<file path="src/rtl/ref_delay_pkg.sv">
package ref_delay_pkg;

   // Control word formed as {edge_sel, slow_sel}
   typedef enum logic [1:0] {
      MODE_RISE_LONG  = 2'b00,
      MODE_RISE_SHORT = 2'b01,
      MODE_FALL_LONG  = 2'b10,
      MODE_FALL_SHORT = 2'b11
   } dly_mode_e;

   function automatic int unsigned max4(input int unsigned a, input int unsigned b,
                                        input int unsigned c, input int unsigned d);
      int unsigned m;
      m = a;
      if (b > m) m = b;
      if (c > m) m = c;
      if (d > m) m = d;
      return m;
   endfunction

endpackage

</file>
<file path="src/rtl/rdg_edge_det.sv">
module rdg_edge_det #(
   parameter int unsigned DEPTH = 32
) (
   input  logic             clk,
   input  logic             rst,
   input  logic             din,
   input  logic             fall_active,
   output logic [DEPTH-1:0] hist,
   output logic             hit
);

   if (DEPTH < 2) begin : g_bad_depth
      $error("rdg_edge_det: DEPTH must be at least 2");
   end

   logic [DEPTH-1:0] hist_q;

   // hist_q[0] holds the newest sample, hist_q[i] the sample i edges older
   always_ff @(posedge clk) begin
      if (rst) hist_q <= '0;
      else     hist_q <= {hist_q[DEPTH-2:0], din};
   end

   assign hist = hist_q;
   assign hit  = fall_active ? (hist_q[1] & ~hist_q[0])
                             : (~hist_q[1] & hist_q[0]);

endmodule

</file>
<file path="src/rtl/rdg_pending_line.sv">
module rdg_pending_line #(
   parameter int unsigned DEPTH = 32,
   localparam int unsigned IW   = (DEPTH > 1) ? $clog2(DEPTH) : 1
) (
   input  logic             clk,
   input  logic             rst,
   input  logic             inject,
   input  logic [IW-1:0]    slot,
   output logic [DEPTH-1:0] line,
   output logic             pulse
);

   if (DEPTH < 2) begin : g_bad_depth
      $error("rdg_pending_line: DEPTH must be at least 2");
   end

   logic [DEPTH-1:0] line_q;
   logic [DEPTH-1:0] line_d;

   for (genvar i = 0; i < DEPTH; i++) begin : g_slot
      logic ins;
      assign ins = inject && (slot == IW'(i));
      if (i == DEPTH - 1) begin : g_top
         assign line_d[i] = ins;
      end else begin : g_mid
         assign line_d[i] = line_q[i+1] | ins;
      end
   end

   always_ff @(posedge clk) begin
      if (rst) line_q <= '0;
      else     line_q <= line_d;
   end

   assign line  = line_q;
   assign pulse = line_q[0];

endmodule

</file>
<file path="src/rtl/rdg_level_tap.sv">
module rdg_level_tap #(
   parameter int unsigned DEPTH = 32,
   localparam int unsigned IW   = (DEPTH > 1) ? $clog2(DEPTH) : 1
) (
   input  logic             clk,
   input  logic             rst,
   input  logic [DEPTH-1:0] hist,
   input  logic [IW-1:0]    tap,
   output logic             level
);

   logic level_q;

   always_ff @(posedge clk) begin
      if (rst) level_q <= 1'b0;
      else     level_q <= hist[tap];
   end

   assign level = level_q;

endmodule

</file>
<file path="src/rtl/ref_delay_gen.sv">
module ref_delay_gen #(
   parameter int unsigned DLY_FALL_SHORT = 9,
   parameter int unsigned DLY_FALL_LONG  = 15,
   parameter int unsigned DLY_RISE_SHORT = 26,
   parameter int unsigned DLY_RISE_LONG  = 32
) (
   input  logic clk,
   input  logic rst,
   input  logic tin,
   input  logic edge_sel,
   input  logic slow_sel,
   output logic ref_pulse,
   output logic tin_dly
);

   import ref_delay_pkg::*;

   localparam int unsigned MAXD = max4(DLY_FALL_SHORT, DLY_FALL_LONG,
                                       DLY_RISE_SHORT, DLY_RISE_LONG);
   localparam int unsigned IW   = $clog2(MAXD);
   localparam int unsigned DW   = $clog2(MAXD + 1);

   if (DLY_FALL_SHORT < 1 || DLY_FALL_LONG < 1 ||
       DLY_RISE_SHORT < 1 || DLY_RISE_LONG < 1) begin : g_bad_dly
      $error("ref_delay_gen: every delay must be at least one cycle");
   end
   if (MAXD < 2) begin : g_bad_max
      $error("ref_delay_gen: the longest delay must be at least two cycles");
   end

   dly_mode_e        mode;
   logic [DW-1:0]    dsel;
   logic [IW-1:0]    tap_idx;
   logic [MAXD-1:0]  hist_w;
   logic [MAXD-1:0]  line_w;
   logic             hit_w;

   assign mode = dly_mode_e'({edge_sel, slow_sel});

   always_comb begin
      unique case (mode)
         MODE_FALL_SHORT: dsel = DW'(DLY_FALL_SHORT);
         MODE_FALL_LONG:  dsel = DW'(DLY_FALL_LONG);
         MODE_RISE_SHORT: dsel = DW'(DLY_RISE_SHORT);
         default:         dsel = DW'(DLY_RISE_LONG);
      endcase
   end

   // A slot index of D-1 at injection reaches the output D edges after sampling
   assign tap_idx = IW'(dsel - DW'(1));

   rdg_edge_det #(.DEPTH(MAXD)) u_edge (
      .clk         (clk),
      .rst         (rst),
      .din         (tin),
      .fall_active (edge_sel),
      .hist        (hist_w),
      .hit         (hit_w)
   );

   rdg_pending_line #(.DEPTH(MAXD)) u_line (
      .clk    (clk),
      .rst    (rst),
      .inject (hit_w),
      .slot   (tap_idx),
      .line   (line_w),
      .pulse  (ref_pulse)
   );

   rdg_level_tap #(.DEPTH(MAXD)) u_tap (
      .clk   (clk),
      .rst   (rst),
      .hist  (hist_w),
      .tap   (tap_idx),
      .level (tin_dly)
   );

endmodule

</file>
<file path="config.mk">
export PLATFORM = sky130hd
export DESIGN_NAME = ref_delay_gen
export DESIGN_NICKNAME = d
export VERILOG_FILES = /design/src/rtl/ref_delay_pkg.sv /design/src/rtl/rdg_edge_det.sv /design/src/rtl/rdg_pending_line.sv /design/src/rtl/rdg_level_tap.sv /design/src/rtl/ref_delay_gen.sv
export SDC_FILE = /design/constraint.sdc
export NUM_CORES = 1
export LEC_CHECK = 0
export ABC_AREA = 1
export BUFFER_PORTS_ARGS = -buffer_cell sky130_fd_sc_hd__buf_4
export CAP_MARGIN = 20
export CELL_PAD_IN_SITES_DETAIL_PLACEMENT = 0
export CELL_PAD_IN_SITES_GLOBAL_PLACEMENT = 1
export CORE_ASPECT_RATIO = 1.25
export CORE_MARGIN = 5
export CORE_UTILIZATION = 45
export DETAILED_ROUTE_END_ITERATION = 16
export PLACE_DENSITY = 0.82
export SYNTH_ARGS = -nofsm -noshare
export SYNTH_HDL_FRONTEND = slang
export SYNTH_HIERARCHICAL = 1
export SYNTH_SLANG_ARGS = --single-unit
export TNS_END_PERCENT = 1
</file>
<file path="constraint.sdc">
create_clock -name clk -period 1.49 [get_ports clk]
set_input_delay 0.298 -clock clk [delete_from_list [all_inputs] [get_ports clk]]
set_output_delay 0.298 -clock clk [all_outputs]
set_load 0.02 [all_outputs]
</file>
==> run metrics, run 1 <==
outcome finished, final reports clean; Clock Path Buffers 2; clk slew on worst S/H paths 60 ps; Std-Cell Rows 30; final worst path period share 80.52%; Worst setup SP type flip-flop; global-route wire length before repair 8.459 mm; met2 Use GR 23.47%; die footprint approximately 0.0074 mm2; peak supply drop 721.4 uV; layout cells sized above 1 13.89%; DR DRC count 0; CTS Buf Count 9; Slew Limit Fails 0; worst-skew pair later-pin latency 330 ps; Syn Area/Cell around 7.7 um2; RSZ-0062 raised after global routing false; maxcap violations 0; Syn Inst Count 337; Worst Setup End Kind flip-flop; fmax 833.5 MHz; non-filler instance count after layout around 420; worst setup path class reg2reg; Die X 77.79 um; post-CTS setup buffer count 0; YS warnings 6; initial antenna violation count 0; Cell Pwr Density 1146 mW/mm2; area growth from synthesis to layout 11.52%; Core Box Area 0.005518 mm2; Initial DRC Count 92; GR Util met3 around 2.9%; setup TNS 0 ps; CP required 1750 ps; Inserted Diodes 0; Final setup viols 0; vias per cell roughly 4.5; DP Area 0.002703 mm2; clock tree from TritonCTS built; Top-Level Pins 7; GRT Total Usage 14.37%; drt total wl about 4.6 mm; fin util 52.24%; busiest layer in global routing met2; Syn Std Cell Area between 0.002 and 0.003 mm2; WL/cell around 11 um; DP HPWL 3.118 mm; clk sinks 65; root buf cell clkbuf_8; Hold Path Class in2reg; initial core utilization 46.85%; vias in the first global route a little under 2,000; final setup skew 5.016 ps; fin nets between 300 and 400; Final Critical Period 1200 ps; Leak Pwr between 1 and 1.5 nW; post-CTS sizing 0; Die Ht 94.74 um; Worst Path Max Fanout 9; met1 GRT Util between 15 and 20%; TritonRoute pass-1 iters 4; Clock H-tree levels 3; grt ovf 0; final hold violation count 0; gp weighted congestion ~0.77; Hold Slack between 200 and 250 ps; crit path DAT 1460 ps; Vias ~1,900; largest net degree at the start of global routing 38; I/O Buffers 6; Finished Cell Area 0.002883 mm2; # placed instances about 410; antenna viol nets, final 0; hold buffers post-CTS 0
==> metrics by stage <==
step                power [mW]  worst slack [ps]
floorplan                1.959             189.7
global placement         2.006             134.6
detailed placement       2.008             125.7
CTS                      3.350             300.3
global route             3.466             152.5
finish                   3.304             290.3
==> final cells by class <==
cell class                 instances  area [um2]
clock inverter                     3       15.01
timing repair buffer              14       142.6
tap                               64       80.08
sequential                        65        1301
inverter                          66       256.5
clock buffer                      12       165.2
multi-input combinational        200       922.1
fill                             571        2635
==> final timing paths <==
kind,from,depth (start not counted),end,slack [ps]
worst max-delay path,u_edge/hist[1]$_SDFF_PP0_,7,u_line/line[11]$_SDFF_PP0_,290
worst min-delay path,tin,3,u_edge/hist[0]$_SDFF_PP0_,200
worst max register to register,u_edge/hist[1]$_SDFF_PP0_,7,u_line/line[11]$_SDFF_PP0_,290
worst min register to register,u_edge/hist[17]$_SDFF_PP0_,2,u_edge/hist[18]$_SDFF_PP0_,420
==> per-layer routing <==
layer,routed length (um),vias to the layer above
li1,-,1045
met2,2159,20
met1,2194,841
met4,95,0
met3,109,10
met5,0,-
==> report_power, final <==
part	switching [mW]	total [mW]	internal [mW]
registers	0.00574	1.75	1.75
clock network	0.613	1.34	0.722
logic	0.142	0.215	0.0727
==> sequential cells by signal (all words and copies together), names as in the netlist <==
register	count
u_edge/hist	32
u_line/line	32
u_tap/level	1
==> cell usage in the layout (no fill, tap or decap), drive strengths merged <==
cell     n
dfxtp   65
buf     14
nand3   40
nor2    46
clkinv   4
o21ai   18
conb     7
nand2   72
a21oi   16
clkbuf  12
inv     65
nor3     1
==> worst max-delay path, stage by stage (launching register included) <==
cell and delay [ps]:
dfxtp_1 330, inv_1 80, nand3_1 70, nand2_1 140, inv_2 60, nor2_4 190, nand3_1 130, a21oi_1 150
(Power assumes the default switching activity.)
==> inputs of run 2 (changes only) <==
==> constraint.sdc (replaced) <==
create_clock -name clk -period 1.2 [get_ports clk]
set_input_delay 0.24 -clock clk [delete_from_list [all_inputs] [get_ports clk]]
set_output_delay 0.24 -clock clk [all_outputs]
set_load 0.02 [all_outputs]
==> run 2 against run 1 <==
Effect of this change:
- core utilization rose by 2.9 points
- register-to-register slack got worse by 230 ps
- sequential cell count did not move
- clock-buffer cell count fell by 1
- via count rose by 4.9%
- cell area rose by 5.5%
- clock skew rose by 1.7 ps
- power rose by 36%
- critical path depth did not move
- global-route usage rose by 0.16 points
- clock power rose by 51%
- critical endpoint is now u_line/line[10]$_SDFF_PP0_
- largest power group unchanged
==> run metrics, run 2 (synthesized netlist as in run 1, its figures left out) <==
HP Start tin (unchanged); DP HPWL 3.335 mm (was 3.118 mm); post-CTS setup buffer count 0 (unchanged); largest net degree at the start of global routing 41 (was 38); cell family with most CP delay simple AND/OR/NAND/NOR gates (unchanged); global-route wire length before repair 8.424 mm (was 8.459 mm); fin nets 377 (was 361); Clk pwr share 44.8% (was 40.4%); CP max stage cell dfxtp_1 (unchanged); slowest stage delay, CP 330 ps (about the same); internal power 3.546 mW (was 2.543 mW); CP required 1470 ps (was 1750 ps); initial core utilization 46.85% (unchanged); most frequent cells in the layout 65 x dfxtp_1, 64 x nand2_1, 60 x inv_1 (was 65 x nand2_1, 65 x dfxtp_1, 62 x inv_1); most frequent CP cell nand3_1 (unchanged); Clock Path Buffers 2 (unchanged); Hold Path Sink u_edge/hist[0]$_SDFF_PP0_ (unchanged); final setup skew 6.740 ps (was 5.016 ps); Initial DRC Count 98 (was 92); Seq pwr share 48.3% (was 53.1%); Bufs and invs on worst path 2 (unchanged); Worst Setup End Kind flip-flop (unchanged); drt total wl 4.830 mm (was 4.558 mm); clk sinks 65 (unchanged); area growth from synthesis to layout 17.62% (was 11.52%); reg2reg start u_edge/hist[1]$_SDFF_PP0_ (unchanged); Finished Cell Area 0.003040 mm2 (was 0.002883 mm2); outcome finished, final reports clean (unchanged); TritonRoute pass-1 iters 4 (unchanged); vias in the first global route 1,969 (was 1,928); Leak Pwr 1.226 nW (was 1.156 nW); vias per cell 4.579 (was 4.519); Worst setup SP type flip-flop (unchanged); Final setup viols 0 (unchanged); root buf cell clkbuf_8 (unchanged); Top-Level Pins 7 (unchanged); Switching Share 21.32% (was 23.04%); most common cell after layout, fill and taps aside dfxtp_1; GRT Total Usage 14.52% (was 14.37%); worst path cell trace inv_1, nand3_1, nand2_2, inv_2, nor2_2, nand3_1, a21oi_1 (was inv_1, nand3_1, nand2_1, inv_2, nor2_4, nand3_1, a21oi_1); Psw 960.7 uW (was 761.3 uW); RSZ-0062 raised after global routing true (was false); die footprint 0.007370 mm2 (unchanged); layout cells sized above 1 18.13% (was 13.89%); register-to-register setup slack 60 ps (was 290 ps); fin util 55.10% (was 52.24%); Die Ht 94.74 um (unchanged); initial antenna violation count 0 (unchanged); gp weighted congestion 0.8449 (was 0.7662); DR DRC count 0 (unchanged); fmax 877.9 MHz (was 833.5 MHz); WL/cell 11.00 um (was 10.75 um); Final Critical Period 1139 ps (was 1200 ps); clock tree from TritonCTS built (unchanged); clk slew on worst S/H paths 70 ps (was 60 ps); Worst Path Max Fanout 4 (was 9); crit path DAT 1410 ps (was 1460 ps); worst reg-to-reg path cell count 7 (unchanged); maxcap violations 0 (unchanged); Std-Cell Rows 30 (unchanged); final worst path period share 94.93% (was 80.52%); Die X 77.79 um (unchanged); grt ovf 0 (unchanged); DP Area 0.002815 mm2 (was 0.002703 mm2); Core Box Area 0.005518 mm2 (unchanged); Worst Hold Depth 3 (unchanged); Worst R2R End u_line/line[10]$_SDFF_PP0_ (was u_line/line[11]$_SDFF_PP0_); combinational share of power 6.9% (was 6.5%); Inserted Diodes 0 (unchanged); Clock H-tree levels 3 (unchanged); # placed instances 424 (was 409); final hold violation count 0 (unchanged); non-filler instance count after layout 439 (was 424); peak supply drop 839.7 uV (was 721.4 uV); I/O Buffers 6 (unchanged); Vias 2,010 (was 1,916); Hold Path Class in2reg (unchanged); Cell Pwr Density 1482 mW/mm2 (was 1146 mW/mm2); worst setup path class reg2reg (unchanged); antenna viol nets, final 0 (unchanged); worst-skew pair later-pin latency 330 ps (about the same); Slew Limit Fails 0 (unchanged); CTS Buf Count 9 (unchanged)
run 2: cell count changes in the layout (fill, tap and decap cells not counted), sizes merged:
cell	delta
buf	+15
bufinv	+2
clkinv	-2
clkinvlp	+2
inv	-2
clkbuf	-1
nor2	+1
run 2: final cells by class:
| cell class | count | area [um2] |
|---|---|---|
| flip-flops and latches | 65 | 1301 |
| well taps | 64 | 80.08 |
| repair buffers | 29 | 242.7 |
| multi-input cells | 201 | 930.9 |
| fillers | 528 | 2477 |
| inverters | 66 | 269.0 |
| clock buffers | 11 | 151.4 |
| clock inverters | 3 | 65.06 |
run 2: per-layer routing:
metal | wire (um) | up-vias | GRT usage, %
li1 | - | 1079 | -
met4 | 98 | 0 | 7.163
met3 | 126 | 10 | 5.439
met2 | 2384 | 15 | 23.89
met1 | 2220 | 906 | 16.44
met5 | 0 | - | 0
run 2: per-stage QoR:
stage               TNS, ps  worst slack [ps]  total power, mW  hold slack (ps)
floorplan                 0             4.066            2.435            311.2
global placement     -575.8            -57.87            2.527            411.4
detailed placement    -1003            -87.99            2.529            410.6
CTS                       0             76.92            4.554            91.76
global route         -129.3            -27.75            4.713            121.4
finish                    0             60.85            4.506            102.3
run 2: what timing repair did:
action,in CTS,in global routing
resized for setup,0,2
hold buffers,0,0
setup endpoints to repair,0,9
run 2: how the worst max path moves through the flow:
stage | cells after the start | endpoint | startpoint
detailed placement | 7 | u_line/line[15]$_SDFF_PP0_ | slow_sel
global route | 7 | u_line/line[13]$_SDFF_PP0_ | u_edge/hist[1]$_SDFF_PP0_
floorplan | 10 | u_tap/level$_SDFF_PP0_ | slow_sel
finish | 7 | u_line/line[10]$_SDFF_PP0_ | u_edge/hist[1]$_SDFF_PP0_
global placement | 7 | u_line/line[12]$_SDFF_PP0_ | slow_sel
CTS | 7 | u_line/line[12]$_SDFF_PP0_ | u_edge/hist[1]$_SDFF_PP0_
run 2: worst reg2reg max path, delay by kind of cell, from the launching register on:
kind / cells / cell delay, ps
and+or+nand+nor: 4 / 460
DFF: 1 / 330
buffers and inverters: 2 / 150
AOI/OAI and AO/OA: 1 / 140
run 2: power groups by stage:
stage | Clock [mW] | Combinational [mW] | Sequential [mW]
2_1_floorplan | 0 | 0.209 | 2.23
3_3_place_gp | 0 | 0.301 | 2.23
3_5_place_dp | 0 | 0.304 | 2.23
4_1_cts | 2.07 | 0.304 | 2.18
5_1_grt | 2.19 | 0.344 | 2.18
6_report | 2.02 | 0.309 | 2.18
==> inputs of run 3 (changes only) <==
--- a/config.mk
+++ b/config.mk
@@ -5,7 +5,7 @@
 export SDC_FILE = /design/constraint.sdc
 export NUM_CORES = 1
 export LEC_CHECK = 0
-export ABC_AREA = 1
+export ABC_AREA = 0
 export BUFFER_PORTS_ARGS = -buffer_cell sky130_fd_sc_hd__buf_4
 export CAP_MARGIN = 20
 export CELL_PAD_IN_SITES_DETAIL_PLACEMENT = 0
@@ -14,7 +14,7 @@
 export CORE_MARGIN = 5
 export CORE_UTILIZATION = 45
 export DETAILED_ROUTE_END_ITERATION = 16
-export PLACE_DENSITY = 0.82
+export PLACE_DENSITY = 0.77
 export SYNTH_ARGS = -nofsm -noshare
 export SYNTH_HDL_FRONTEND = slang
 export SYNTH_HIERARCHICAL = 1
==> run 3 against run 2 <==
Effect of this change:
- the flow now finishes with violations (setup timing)
- global-route usage is 0.69 points lower
- sequential cell count stayed put
- final cell count is 25% lower
- clock-buffer cell count is 3 higher
- sequential share of layout area is 1.4 points higher
- die area is 7.5% lower
- core utilization is 3.1 points higher
- critical path depth is 3 lower
- power is 4.5% lower
- first-iteration DRC count is 16% lower
- routed wire length is 14% lower
- critical endpoint is now u_tap/level$_SDFF_PP0_
==> run metrics, run 3 <==
grt ovf 0 (unchanged); antenna viol nets, final 0 (unchanged); drt total wl 4.157 mm (was 4.830 mm); Syn Area/Cell 11.10 um2 (was 7.671 um2); Worst Hold Depth 2 (was 3); clk sinks 65 (unchanged); worst path cell trace mux4_2, o22ai_2, o221ai_2, o311a_1 (was inv_1, nand3_1, nand2_2, inv_2, nor2_2, nand3_1, a21oi_1); Filler cells 469 (was 528); root buf cell clkbuf_8 (unchanged); initial antenna violation count 0 (unchanged); pre-CTS setup slack -408.6 ps (was -87.99 ps); die footprint 0.006814 mm2 (was 0.007370 mm2); multi-input logic area 938.4 um2 (was 930.9 um2); worst setup path class reg2reg (unchanged); I/O Buffers 6 (unchanged); Final Critical Period 1280 ps (was 1139 ps); CP required 1430 ps (was 1470 ps); DP HPWL 2.717 mm (was 3.335 mm); area growth from synthesis to layout 25.13% (was 17.62%); GRT Total Usage 13.83% (was 14.52%); Syn Inst Count 213 (was 337); fin nets 268 (was 377); setup TNS -86.90 ps (was 0 ps); final setup skew 7.751 ps (was 6.740 ps); DR DRC count 0 (unchanged); Clock Path Buffers 2 (unchanged); vias per cell 4.855 (was 4.579); Cell Pwr Density 1454 mW/mm2 (was 1482 mW/mm2); final worst path period share 106.6% (was 94.93%); Worst Setup End Kind flip-flop (unchanged); register area 0.001308 mm2 (was 0.001301 mm2); Initial DRC Count 82 (was 98); Worst setup SP type flip-flop (unchanged); failing checks setup timing; worst-skew pair later-pin latency 340 ps (was 330 ps); Slew Limit Fails 0 (unchanged); global-route wire length before repair 7.120 mm (was 8.424 mm); Core Box Area 0.005080 mm2 (was 0.005518 mm2); worst reg-to-reg path cell count 4 (was 7); Worst Path Max Fanout 2 (was 4); CP max stage cell mux4_2 (was dfxtp_1); Syn Std Cell Area 0.002365 mm2 (was 0.002585 mm2); most frequent cells in the layout 60 x dfxtp_1, 36 x buf_4, 34 x inv_1 (was 65 x dfxtp_1, 64 x nand2_1, 60 x inv_1); final hold violation count 0 (unchanged); Die Ht 91.05 um (was 94.74 um); Clock H-tree levels 3 (unchanged); Vias 1,602 (was 2,010); Leak Pwr 1.149 nW (was 1.226 nW); Power, Total 4.304 mW (was 4.506 mW); hold buffers post-CTS 0 (unchanged); fmax 781.4 MHz (was 877.9 MHz); clk slew on worst S/H paths 60 ps (was 70 ps); largest net degree at the start of global routing 25 (was 41); crit path DAT 1510 ps (was 1410 ps); Hold Path Class in2reg (unchanged); Final WS setup -79.69 ps (was 60.85 ps); maxcap violations 0 (unchanged); outcome finished with violations (was finished, final reports clean); clock tree from TritonCTS built (unchanged); Die X 74.84 um (was 77.79 um); layout cells sized above 1 27.99% (was 18.13%); initial core utilization 46.55% (was 46.85%); CTS Buf Count 9 (unchanged); Top-Level Pins 7 (unchanged); Final setup viols 2 (was 0); vias in the first global route 1,601 (was 1,969); slowest stage delay, CP 450 ps (was 330 ps); gp weighted congestion 0.7424 (was 0.8449); TritonRoute pass-1 iters 4 (unchanged); WL/cell 12.60 um (was 11.00 um); peak supply drop 1140 uV (was 839.7 uV); most common cell after layout, fill and taps aside dfxtp_1 (unchanged); Inserted Diodes 0 (unchanged); RSZ-0062 raised after global routing true (unchanged); Std-Cell Rows 29 (was 30); YS warnings 6 (unchanged)
[run 3: cell types whose count changed in the layout (fill, tap and decap cells not counted), sizes merged, moves of 4 or more]
cell	previous run	this run
a21oi	16	0
buf	29	38
conb	7	12
inv	63	34
mux4	0	7
nand2	72	2
nand3	40	0
nor2	47	1
nor2b	0	32
o21ai	18	1
o22ai	0	33
or3b	0	4
[run 3: cell type report]
class                           count  share of cell area, %
Clock inverter                      2                  1.184
Inverter                           35                  4.567
Timing Repair Buffer               38                  9.894
Clock buffer                       14                  5.835
Multi-Input combinational cell    114                  31.71
Tap cell                           62                  2.622
Sequential cell                    65                  44.19
[run 3: path summary, 6_finish.rpt]
check / from / to / slack (ps)
setup / recovery: u_edge/hist[26]$_SDFF_PP0_ / u_tap/level$_SDFF_PP0_ / -80
hold / removal: tin / u_edge/hist[0]$_SDFF_PP0_ / 110
setup reg to reg: u_edge/hist[26]$_SDFF_PP0_ / u_tap/level$_SDFF_PP0_ / -80
hold reg to reg: u_line/line[22]$_SDFF_PP0_ / u_line/line[21]$_SDFF_PP0_ / 460
[run 3: repair_timing]
item | CTS | global route
gates resized for setup | 4 | 9
buffers inserted | 0 | 3
endpoints found under the setup margin | 14 | 17
pin swaps | 5 | 6
endpoints found under the hold margin | 0 | 0
[run 3: critical path: cells and delay by family (launching register included)]
kind               cells  cell delay, ps
AOI/OAI and AO/OA      3             400
DFF                    1             320
muxes                  1             450
[run 3: power by group]
| part | total, mW | switching (mW) | leakage, nW | internal (mW) |
|---|---|---|---|---|
| combinational | 0.239 | 0.123 | 0.516 | 0.116 |
| clock | 1.89 | 0.758 | 0.107 | 1.13 |
| sequential | 2.18 | 0.00684 | 0.526 | 2.17 |
[run 3: per-stage QoR]
stage / hold WS [ps] / utilization [%] / instance area (um2) / cells
floorplan: 311.6 / - / 2410 / 224
global placement: 435.6 / 52.71 / 2678 / 311
detailed placement: 446.6 / 52.71 / 2678 / 311
CTS: 94.00 / 57.09 / 2900 / 327
global route: 115.1 / 58.25 / 2959 / 330
finish: 110.0 / 58.25 / 2959 / 330
[run 3: metal layers]
metal / routed length (um) / vias up / global-route usage [%]
met5: 0 / - / 0
met4: 125 / 0 / 8.902
met3: 117 / 10 / 3.536
met2: 2074 / 17 / 21.15
met1: 1841 / 751 / 16.82
li1: - / 824 / -
